--- config.mk ---
export PLATFORM = sky130hd
export DESIGN_NAME = tile_scan_renderer
export DESIGN_NICKNAME = d
export VERILOG_FILES = /design/src/rtl/tsr_pkg.sv /design/src/rtl/tsr_timing.sv /design/src/rtl/tsr_fetch.sv /design/src/rtl/tsr_fifo.sv /design/src/rtl/tile_scan_renderer.sv
export SDC_FILE = /design/constraint.sdc
export NUM_CORES = 1
export LEC_CHECK = 0
export CORE_ASPECT_RATIO = 1.1
export CORE_MARGIN = 5
export CORE_UTILIZATION = 53
export CTS_BUF_LIST = sky130_fd_sc_hd__clkbuf_16
export CTS_CLUSTER_DIAMETER = 200
export DETAILED_ROUTE_END_ITERATION = 12
export PLACE_DENSITY = 0.77
export SETUP_SLACK_MARGIN = 0.02
export SYNTH_ARGS = -nofsm -noshare
export SYNTH_HDL_FRONTEND = slang
export SYNTH_SLANG_ARGS = --single-unit
--- constraint.sdc ---
create_clock -name clk -period 2.7 [get_ports clk]
set_input_delay 0.405 -clock clk [delete_from_list [all_inputs] [get_ports clk]]
set_output_delay 0.405 -clock clk [all_outputs]
set_load 0.01 [all_outputs]
--- src/rtl/tsr_pkg.sv ---
package tsr_pkg;
  localparam int ROW_PX     = 8;
  localparam int FIFO_DEPTH = 2 * ROW_PX;
  localparam int CNT_W      = $clog2(FIFO_DEPTH + 1);

  typedef enum logic [1:0] {
    MODE_HBLANK = 2'd0,
    MODE_VBLANK = 2'd1,
    MODE_SEARCH = 2'd2,
    MODE_XFER   = 2'd3
  } mode_t;

  typedef enum logic [2:0] {
    FS_IDX0, FS_IDX1, FS_LO0, FS_LO1, FS_HI0, FS_HI1, FS_PUSH
  } fstate_t;

  typedef logic [ROW_PX-1:0][1:0] row_t;

  // Map entry address: two map bases, 32x32 entries each.
  function automatic logic [12:0] map_addr(input logic map_hi, input logic [7:0] ly,
                                           input logic [7:0] scy, input logic [7:0] scx,
                                           input logic [4:0] fcol);
    logic [7:0] y;
    logic [4:0] col;
    y   = ly + scy;
    col = scx[7:3] + fcol;
    return {2'b11, map_hi, y[7:3], col};
  endfunction

  // Tile row address; signed mode flips the top bit by the index sign.
  function automatic logic [12:0] tile_addr(input logic unsigned_mode, input logic [7:0] idx,
                                            input logic [2:0] fy, input logic hi);
    logic top;
    top = unsigned_mode ? 1'b0 : ~idx[7];
    return {top, idx, fy, hi};
  endfunction

  // Element 0 is the leftmost pixel of the row.
  function automatic row_t row_pixels(input logic [7:0] lo, input logic [7:0] hi);
    row_t r;
    for (int c = 0; c < ROW_PX; c++) r[c] = {hi[7-c], lo[7-c]};
    return r;
  endfunction
endpackage

--- src/rtl/tsr_timing.sv ---
module tsr_timing
  import tsr_pkg::*;
#(
  parameter int VIS_H       = 144,
  parameter int FRAME_LINES = 154,
  parameter int LINE_DOTS   = 456,
  parameter int SEARCH_DOTS = 80
) (
  input  logic       clk,
  input  logic       rst_n,
  input  logic       pix_last,
  output logic [7:0] ly,
  output mode_t      mode
);
  localparam int DOT_W = $clog2(LINE_DOTS);
  localparam logic [DOT_W-1:0] DOT_LAST   = DOT_W'(LINE_DOTS - 1);
  localparam logic [DOT_W-1:0] DOT_SEARCH = DOT_W'(SEARCH_DOTS);
  localparam logic [7:0]       LY_LAST    = 8'(FRAME_LINES - 1);
  localparam logic [7:0]       LY_VIS     = 8'(VIS_H);

  logic [DOT_W-1:0] dot;
  logic             done;

  always_ff @(posedge clk) begin
    if (!rst_n) begin
      dot  <= '0;
      ly   <= '0;
      done <= 1'b0;
    end else if (dot == DOT_LAST) begin
      dot  <= '0;
      done <= 1'b0;
      ly   <= (ly == LY_LAST) ? 8'd0 : ly + 8'd1;
    end else begin
      dot <= dot + 1'b1;
      if (pix_last) done <= 1'b1;
    end
  end

  always_comb begin
    if (ly >= LY_VIS)          mode = MODE_VBLANK;
    else if (dot < DOT_SEARCH) mode = MODE_SEARCH;
    else if (!done)            mode = MODE_XFER;
    else                       mode = MODE_HBLANK;
  end
endmodule

--- src/rtl/tsr_fetch.sv ---
module tsr_fetch
  import tsr_pkg::*;
(
  input  logic        clk,
  input  logic        rst_n,
  input  logic        clr,
  input  logic [7:0]  ly,
  input  logic [7:0]  scx,
  input  logic [7:0]  scy,
  input  logic        map_hi,
  input  logic        tile_unsigned,
  input  logic [7:0]  rdata,
  input  logic        room,
  output logic [12:0] addr,
  output logic        rd,
  output logic        push,
  output logic        step_start,
  output row_t        row
);
  fstate_t    st;
  logic [4:0] fcol;
  logic [7:0] idx, lo, hi;
  logic [7:0] yline;

  assign yline = ly + scy;

  always_ff @(posedge clk) begin
    if (!rst_n || clr) begin
      st   <= FS_IDX0;
      fcol <= '0;
    end else begin
      case (st)
        FS_IDX0: st <= FS_IDX1;
        FS_IDX1: begin idx <= rdata; st <= FS_LO0; end
        FS_LO0:  st <= FS_LO1;
        FS_LO1:  begin lo <= rdata; st <= FS_HI0; end
        FS_HI0:  st <= FS_HI1;
        FS_HI1:  begin hi <= rdata; st <= FS_PUSH; end
        FS_PUSH: if (room) begin fcol <= fcol + 5'd1; st <= FS_IDX0; end
        default: st <= FS_IDX0;
      endcase
    end
  end

  always_comb begin
    case (st)
      FS_IDX0, FS_IDX1: addr = map_addr(map_hi, ly, scy, scx, fcol);
      FS_LO0, FS_LO1:   addr = tile_addr(tile_unsigned, idx, yline[2:0], 1'b0);
      default:          addr = tile_addr(tile_unsigned, idx, yline[2:0], 1'b1);
    endcase
  end

  assign rd         = !clr && (st != FS_PUSH);
  assign step_start = !clr && (st == FS_IDX0 || st == FS_LO0 || st == FS_HI0);
  assign push       = !clr && (st == FS_PUSH) && room;
  assign row        = row_pixels(lo, hi);
endmodule

--- src/rtl/tsr_fifo.sv ---
module tsr_fifo
  import tsr_pkg::*;
(
  input  logic             clk,
  input  logic             rst_n,
  input  logic             clr,
  input  logic             push,
  input  row_t             row,
  input  logic             pop,
  output logic [1:0]       head,
  output logic [CNT_W-1:0] cnt
);
  logic [1:0] q    [FIFO_DEPTH];
  logic [1:0] q_nx [FIFO_DEPTH];
  logic [1:0] shift_in [FIFO_DEPTH];

  for (genvar k = 0; k < FIFO_DEPTH; k++) begin : g_slot
    if (k < FIFO_DEPTH - 1) begin : g_mid
      assign shift_in[k] = q[k+1];
    end else begin : g_end
      assign shift_in[k] = 2'b00;
    end
  end

  always_comb begin
    for (int k = 0; k < FIFO_DEPTH; k++) begin
      q_nx[k] = q[k];
      if (clr) q_nx[k] = 2'b00;
      else if (push) begin
        if (k >= int'(cnt) && k < int'(cnt) + ROW_PX) q_nx[k] = row[3'(k - int'(cnt))];
      end else if (pop) q_nx[k] = shift_in[k];
    end
  end

  always_ff @(posedge clk) begin
    if (!rst_n) begin
      cnt <= '0;
      for (int k = 0; k < FIFO_DEPTH; k++) q[k] <= 2'b00;
    end else begin
      for (int k = 0; k < FIFO_DEPTH; k++) q[k] <= q_nx[k];
      if (clr)       cnt <= '0;
      else if (push) cnt <= cnt + CNT_W'(ROW_PX);
      else if (pop)  cnt <= cnt - 1'b1;
    end
  end

  assign head = q[0];
endmodule

--- src/rtl/tile_scan_renderer.sv ---
module tile_scan_renderer
  import tsr_pkg::*;
#(
  parameter int VIS_W       = 160,
  parameter int VIS_H       = 144,
  parameter int FRAME_LINES = 154,
  parameter int LINE_DOTS   = 456,
  parameter int SEARCH_DOTS = 80
) (
  input  logic        clk,
  input  logic        rst_n,
  input  logic [7:0]  scx,
  input  logic [7:0]  scy,
  input  logic        map_hi,
  input  logic        tile_unsigned,
  input  logic [7:0]  vram_rdata,
  output logic [12:0] vram_addr,
  output logic        vram_rd,
  output logic [1:0]  pix_data,
  output logic        pix_valid,
  output logic [7:0]  line,
  output logic [1:0]  mode
);
  localparam int X_W = $clog2(VIS_W + 1);
  localparam logic [X_W-1:0]   X_LAST = X_W'(VIS_W - 1);
  localparam logic [CNT_W-1:0] HALF   = CNT_W'(ROW_PX);

  mode_t            mode_q;
  logic             in_xfer, clr;
  logic [CNT_W-1:0] fifo_cnt;
  logic             fifo_room, push_fire, pop_fire, step_start, pix_last;
  logic [1:0]       head;
  row_t             row;
  logic [X_W-1:0]   x;
  logic [2:0]       disc;

  assign in_xfer   = (mode_q == MODE_XFER);
  assign clr       = !in_xfer;
  assign fifo_room = (fifo_cnt <= HALF);
  assign pop_fire  = in_xfer && (fifo_cnt > HALF);
  assign pix_last  = pop_fire && (disc == 3'd0) && (x == X_LAST);

  tsr_timing #(
    .VIS_H(VIS_H), .FRAME_LINES(FRAME_LINES),
    .LINE_DOTS(LINE_DOTS), .SEARCH_DOTS(SEARCH_DOTS)
  ) u_timing (
    .clk(clk), .rst_n(rst_n), .pix_last(pix_last), .ly(line), .mode(mode_q)
  );

  tsr_fetch u_fetch (
    .clk(clk), .rst_n(rst_n), .clr(clr), .ly(line), .scx(scx), .scy(scy),
    .map_hi(map_hi), .tile_unsigned(tile_unsigned), .rdata(vram_rdata),
    .room(fifo_room), .addr(vram_addr), .rd(vram_rd), .push(push_fire),
    .step_start(step_start), .row(row)
  );

  tsr_fifo u_fifo (
    .clk(clk), .rst_n(rst_n), .clr(clr), .push(push_fire), .row(row),
    .pop(pop_fire), .head(head), .cnt(fifo_cnt)
  );

  always_ff @(posedge clk) begin
    if (!rst_n) begin
      x         <= '0;
      disc      <= '0;
      pix_valid <= 1'b0;
      pix_data  <= 2'b00;
    end else begin
      pix_valid <= 1'b0;
      if (!in_xfer) begin
        x    <= '0;
        disc <= scx[2:0];
      end else if (pop_fire) begin
        if (disc != 3'd0) disc <= disc - 3'd1;
        else begin
          pix_valid <= 1'b1;
          pix_data  <= head;
          x         <= x + 1'b1;
        end
      end
    end
  end

  assign mode = mode_q;
endmodule

* Yosys cells after proc, flatten, opt, wreduce, memory -nomap -nowiden
Memory sizes are Yosys's and may differ from the RTL's.
Index checks and enable logic that the tools add are counted.
** Storage, ports and cells
- Memories :: 1
- Output and inout bits :: 27
- Input port bits :: 28
- Logic and storage cells :: 311
- Flip-flop bits (word level) :: 69
- RAM bits :: 32
** Operators by class
- Bitwise operators :: 20
- Mux-type cells :: 144
- Reductions and logical operators :: 41
- $add $sub $neg :: 26
- $lt $le $gt $ge :: 52
- Eq/ne operators :: 14
** Memory list
- u_fifo.q :: words 16, width 2, read ports 16, clocked after Yosys merged registers in 0, wr ports 16, line tsr_fifo.sv:13 : logic [1:0] q [FIFO_DEPTH];
** Operators with widths (count)
- $lt A5 B32 Y1 const A :: 8
- $mux W2 :: 115
- $lt A4 B32 Y1 const A :: 4
- $bmux W2 S3 :: 16
- $lt A3 B5 Y1 const B :: 16
- $lt A3 B32 Y1 const A :: 2
- $ge A4 B5 Y1 const A :: 8
- $lt A1 B32 Y1 const A :: 1
- $lt A2 B32 Y1 const A :: 1
- $pmux W13 S2 :: 1
- $sub A3 B3 Y3 const A :: 8
- $logic_and A1 B1 Y1 :: 22
- $pmux W3 S7 :: 1
- $ge A3 B5 Y1 const A :: 4
- $add A8 B1 Y8 const B :: 2
- $eq A8 B8 Y1 const B :: 2
- $or A1 B1 Y1 :: 16
- $reduce_and A2 Y1 :: 7
- $mux W3 :: 4
- $sub A1 B3 Y3 const A :: 4
- $sub A2 B3 Y3 const A :: 4
- $ge A1 B5 Y1 const A :: 2
- $ge A2 B5 Y1 const A :: 2
- $mux W5 :: 2
- other kinds (29) :: 45

* Depth between registers and ports, before layout
Gate-level depths: netlist of run 1.
- Word-level depth :: 9
- Depth in mapped cells :: 12
- Depth with buffers taken out :: 8

* By module
A second synthesis of run 1 with hierarchy kept.
** Unflattened totals
- Cells, all modules :: 687
- Area, all modules :: 6203.4 um^2
** Modules (own cells, without submodules)
- tsr_fifo :: seq. area each 740.7 um^2, cells each 362, area an instance 2944.1 um^2, times used 1
- tsr_fetch :: seq. area each 880.8 um^2, cells each 146, area an instance 1646.6 um^2, times used 1
- tsr_timing :: seq. area each 360.3 um^2, cells each 96, area an instance 860.8 um^2, times used 1
- tile_scan_renderer :: seq. area each 280.3 um^2, cells each 83, area an instance 752.0 um^2, times used 1

* Least setup slack after synthesis of run 1
No wires, ideal clock.
- Kind :: reg2reg
- Start point :: register u_fifo.cnt[0]
- End point :: memory u_fifo.q[10][1] (netlist: u_fifo.q[5][1])
- Path buffers :: 3
- Path slack :: 36 ps
- Period minus slack after synthesis :: 2664 ps
- Cell stages (with the launch flop) :: 11
- Arrival :: 2538 ps
- Required time :: 2575 ps
- Path through :: dfxtp_1 -> buf_2 -> inv_1 -> clkbuf_1 -> ha_1 -> clkbuf_1 -> mux4_2 -> mux2i_1 -> nand2_1 -> o211ai_1 -> mux2i_1
** RTL lines
- start, declared :: line tsr_fifo.sv:11 : output logic [CNT_W-1:0] cnt
- start signal, assigned :: line tsr_fifo.sv:42 : else if (push) cnt <= cnt + CNT_W'(ROW_PX);
- start signal, assigned :: line tsr_fifo.sv:43 : else if (pop) cnt <= cnt - 1'b1;
- end, declared :: line tsr_fifo.sv:13

* Worst setup path in the final report of run 1
- Start point :: register u_timing.ly[0]
- End point :: output vram_addr[8]
** On the way
- Longest elaborated chain between the ends :: 2
** Ends and longest elaborated chain
- start, declared :: line tsr_timing.sv:12 : output logic [7:0] ly,
- start signal, assigned :: line tsr_timing.sv:32 : ly <= (ly == LY_LAST) ? 8'd0 : ly + 8'd1;
- $add A8 B8 Y8 :: line tsr_pkg.sv:25 : y = ly + scy;
- $pmux W13 S2 :: line tsr_fetch.sv:46 : case (st)
- end, declared :: line tile_scan_renderer.sv:17 : output logic [12:0] vram_addr,
No other way between the ends.

==> flow_metrics.tcl, run 1 <==
set metrics [dict create \
    outcome "complete, but fails checks" \
    violations "setup timing" \
    leakagePower_nw 2.62 \
    netlist_instances 646 \
    p_sw_mw 0.622 \
    grt_pass1_wl_um 24300 \
    postCtsHoldBufs 0 \
    cts.clk_slew.worst_paths_ns 0.07 \
    ys.flop_type "dfxtp_1" \
    dp_hpwl_um 10800 \
    setup_violations 1 \
    cts_buffers 9 \
    worstPathArrival_ns 2.30 \
    synth_area_um2 6140 \
    htreeDepth 3 \
    synth_mux_area_share_pct 12.7 \
    async_reset_ff_share_pct 0 \
    area_growth_pct 18.3 \
    overflow 0 \
    synthTopCellsByArea "dfxtp_1 25%, edfxtp_1 12%, mux4_2 8.8%, ha_1 6.1%, nand2_1 5.6%" \
    synth_area_per_cell_um2 9.51 \
    die_x_um 113 \
    postRouteAntennaNets 0 \
    drc 0 \
    dieArea_um2 13800 \
    dr.pass1.iters 5 \
    crit_path_frequent_cell "a21oi_2" \
    critPathMaxFanout 2 \
    p_int_mw 2.44 \
    fin_crit_ns 2.71 \
    slew_headroom_pct 59.5 \
    grt_max_degree 44 \
    synth_warnings 0 \
    reg2reg_depth 9 \
    num_vias 5062 \
    grt_pass1_vias 5072 \
    synth_edf_count 24 \
    gp_congestion 0.959 \
    power.share.sequential_pct 50.7 \
    clkSinkCount 101 \
    critical-path-max-stage-delay_ns 0.36 \
    start_util_pct 53.7 \
    clk_latency_ns 0.35 \
    nets 770 \
    fin_ws_ns -0.00846 \
    clkPwrFrac_pct 45.5 \
    yosysUniqueCellTypes 65 \
    power.density_nw_per_um2 422 \
    maxCapViolCount 0 \
    synth_top_area_share_pct 25.1 \
    crit_buf_inv 1 \
    cts-root-buf "clkbuf_16" \
    rows 41 \
    crit_family "compound AO/OA/AOI/OAI gates" \
    wl_per_cell_um 17.1 \
    synth_top_family_by_area "compound AO/OA/AOI/OAI gates" \
    ys_ff_latch 101 \
    synth_compound_area_share_pct 17.4 \
    antenna_found_initial 0 \
    crit_slowest_cell "dfxtp_4" \
    cp_cell_sequence "ha_4 > fa_2 > a21o_1 > a21oi_2 > o21bai_1 > a21oi_2 > xor2_1 > o21ai_1 > buf_2" \
    end_kind "primary output" \
    ctsLongestPathBuffers 2 \
    cp.depth 9 \
    p_sw_share_pct 20.3 \
    holdPathStages 1 \
    synth_largest_area_cell "dfxtp_1" \
    drt_iter0_drc 304 \
    cts_tree "done" \
    diodes 0 \
    grt_usage_pct 21.7 \
    rsz0062_at_grt "yes" \
    tightest_slew_ns 0.601 \
    yosys.area_share.simple_pct 15.9 \
    pin_count 55 \
    wl_um 14800 \
    via_per_inst 5.86 \
    post-place-ws_ns -0.632 \
    synth-seq-area-share_pct 36.8 \
    synth-xor-area-share_pct 5.56 \
    pwr-share-comb_pct 3.9 \
    required_ns 2.30 \
    fin_skew_ns 0.0106 \
    drv_slew 0 \
    port_buffers 54 \
    synth_nets 706 \
    startpoint_type "register" \
    drive_gt1_share_pct 14.8 \
    die_h_um 123 \
    timing.setup.critical_path_class "register to primary output" \
    synthAdderAreaFrac_pct 6.76 \
    vdd_ir_drop_max_v 0.000504 \
    hold_viol 0 \
    min_path_type "register to register" \
    core_area_um2 11400 \
    max_freq_mhz 369 \
    whs_ns 0.446 \
    fin_crit_sh_pct 100 \
]
==> area by class of cell <==
type	count	area [um2]
fillers	924	4170
multi-input cells	487	3630
flip-flops and latches	101	2270
repair buffers	90	782
clock buffers	11	275
well taps	150	188
inverters	21	78.8
clock inverters	4	51.3
==> cell usage in the layout (no fill, tap or decap), drive strengths merged, types with 3 or more instances in the layout <==
cell type      instances
nand2                 94
dfxtp                 77
o21ai                 59
nor2                  49
clkdlybuf4s50         43
buf                   40
ha                    30
mux4                  24
edfxtp                24
mux2i                 23
o211ai                22
xor2                  21
nand3                 21
inv                   21
a21oi                 21
xnor2                 18
a31oi                 17
clkbuf                12
nand4                  9
and2                   7
nor3                   6
a21o                   5
nor2b                  5
dlygate4sd2            5
o22ai                  4
a211oi                 4
or2                    3
nand2b                 3
nand3b                 3
and3                   3
o31ai                  3
a22o                   3
or3                    3
==> what timing repair did <==
item / 4_1_cts / 5_1_grt
pin swaps: 5 / 10
setup buffers: 0 / 3
endpoints found under the setup margin: 9 / 7
resized for setup: 27 / 12
==> logic make-up (layout without fill, tap and decap cells) <==
| kind of cell | count (synthesis) | in the layout |
|---|---|---|
| AND/OR/NAND/NOR | 211 | 211 |
| AO/OA/AOI/OAI | 157 | 157 |
| flip-flops | 101 | 101 |
| buffers and inverters | 58 | 126 |
| multiplexers | 48 | 48 |
| XOR/XNOR | 39 | 39 |
| adder cells (fa/ha/maj) | 32 | 32 |
==> metal layers <==
metal | global-route usage [%] | vias to the layer above | part of all wire [%]
met5 | 0 | - | 0
met4 | 6.69 | 0 | 1.5
met3 | 5.09 | 24 | 5.3
met2 | 37.9 | 148 | 50
met1 | 26.7 | 2414 | 43
li1 | - | 2476 | -
==> power groups by stage <==
stage / clock (mW) / sequential (mW) / combinational (mW)
final: 1.39 / 1.55 / 0.118
after global routing: 1.49 / 1.55 / 0.129
after CTS: 1.41 / 1.55 / 0.119
after detailed placement: 0 / 1.59 / 0.122
after global placement: 0 / 1.59 / 0.119
after floorplan: 0 / 1.59 / 0.0430
==> synthesized netlist by cell type (3+ instances only) <==
cell type / count
buf_6: 6
nand2b_1: 3
inv_1: 20
edfxtp_1: 24
nand4_1: 9
clkbuf_1: 10
nor3_1: 5
and2_1: 7
nand2_1: 92
xnor2_1: 18
buf_2: 16
or3_1: 3
nand3b_1: 3
buf_4: 3
nor2b_1: 5
o21ai_1: 26
or2_2: 3
ha_1: 30
o21ai_0: 29
dfxtp_1: 77
a22o_1: 3
o21ai_4: 3
o31ai_1: 3
a21o_1: 5
o22ai_1: 4
nand3_1: 21
mux2i_1: 23
nor2_1: 49
xor2_1: 21
a21oi_1: 20
a31oi_1: 14
and3_1: 3
mux4_2: 24
a211oi_1: 3
o211ai_1: 21
==> through the flow <==
step           total power [mW]  setup TNS [ns]  utilization, %  instances  area, um2
6_report                   3.07        -0.00846            63.6        864       7270
5_1_grt                    3.17          -0.205            63.6        864       7270
3_5_place_dp               1.71           -2.67            60.4        846       6910
4_1_cts                    3.08          -0.171            63.2        861       7230
2_1_floorplan              1.63               0               -        646       6140
3_3_place_gp               1.71           -2.26            60.4        846       6910
==> state kept, by name (all words and copies together) (netlist names), 2 cells and up <==
signal	count
x	8
u_fetch.st	3
pix_data	2
u_fetch.fcol	5
u_fetch.hi	8
u_fetch.idx	8
u_timing.dot	9
disc	3
u_fetch.lo	8
u_fifo.q	32
u_timing.ly	8
u_fifo.cnt	5
==> worst paths after layout <==
path	endpoint	slack (ns)	start
hold / removal	u_timing.dot[0]	0.45	u_timing.dot[0]
setup / recovery	vram_addr[8]	-0.008	u_timing.ly[0]
setup reg to reg	u_fifo.q[6][1]	0.25	u_fifo.cnt[4]
hold reg to reg	u_timing.dot[0]	0.45	u_timing.dot[0]
(Power assumes the default switching activity.)
==> run 2, diff against run 1 <==
--- a/config.mk
+++ b/config.mk
@@ -5,6 +5,7 @@
 export SDC_FILE = /design/constraint.sdc
 export NUM_CORES = 1
 export LEC_CHECK = 0
+export ABC_AREA = 0
 export CORE_ASPECT_RATIO = 1.1
 export CORE_MARGIN = 5
 export CORE_UTILIZATION = 53
==> results of run 2 <==
The final DEF is identical to that of run 1; final timing and power are the same.
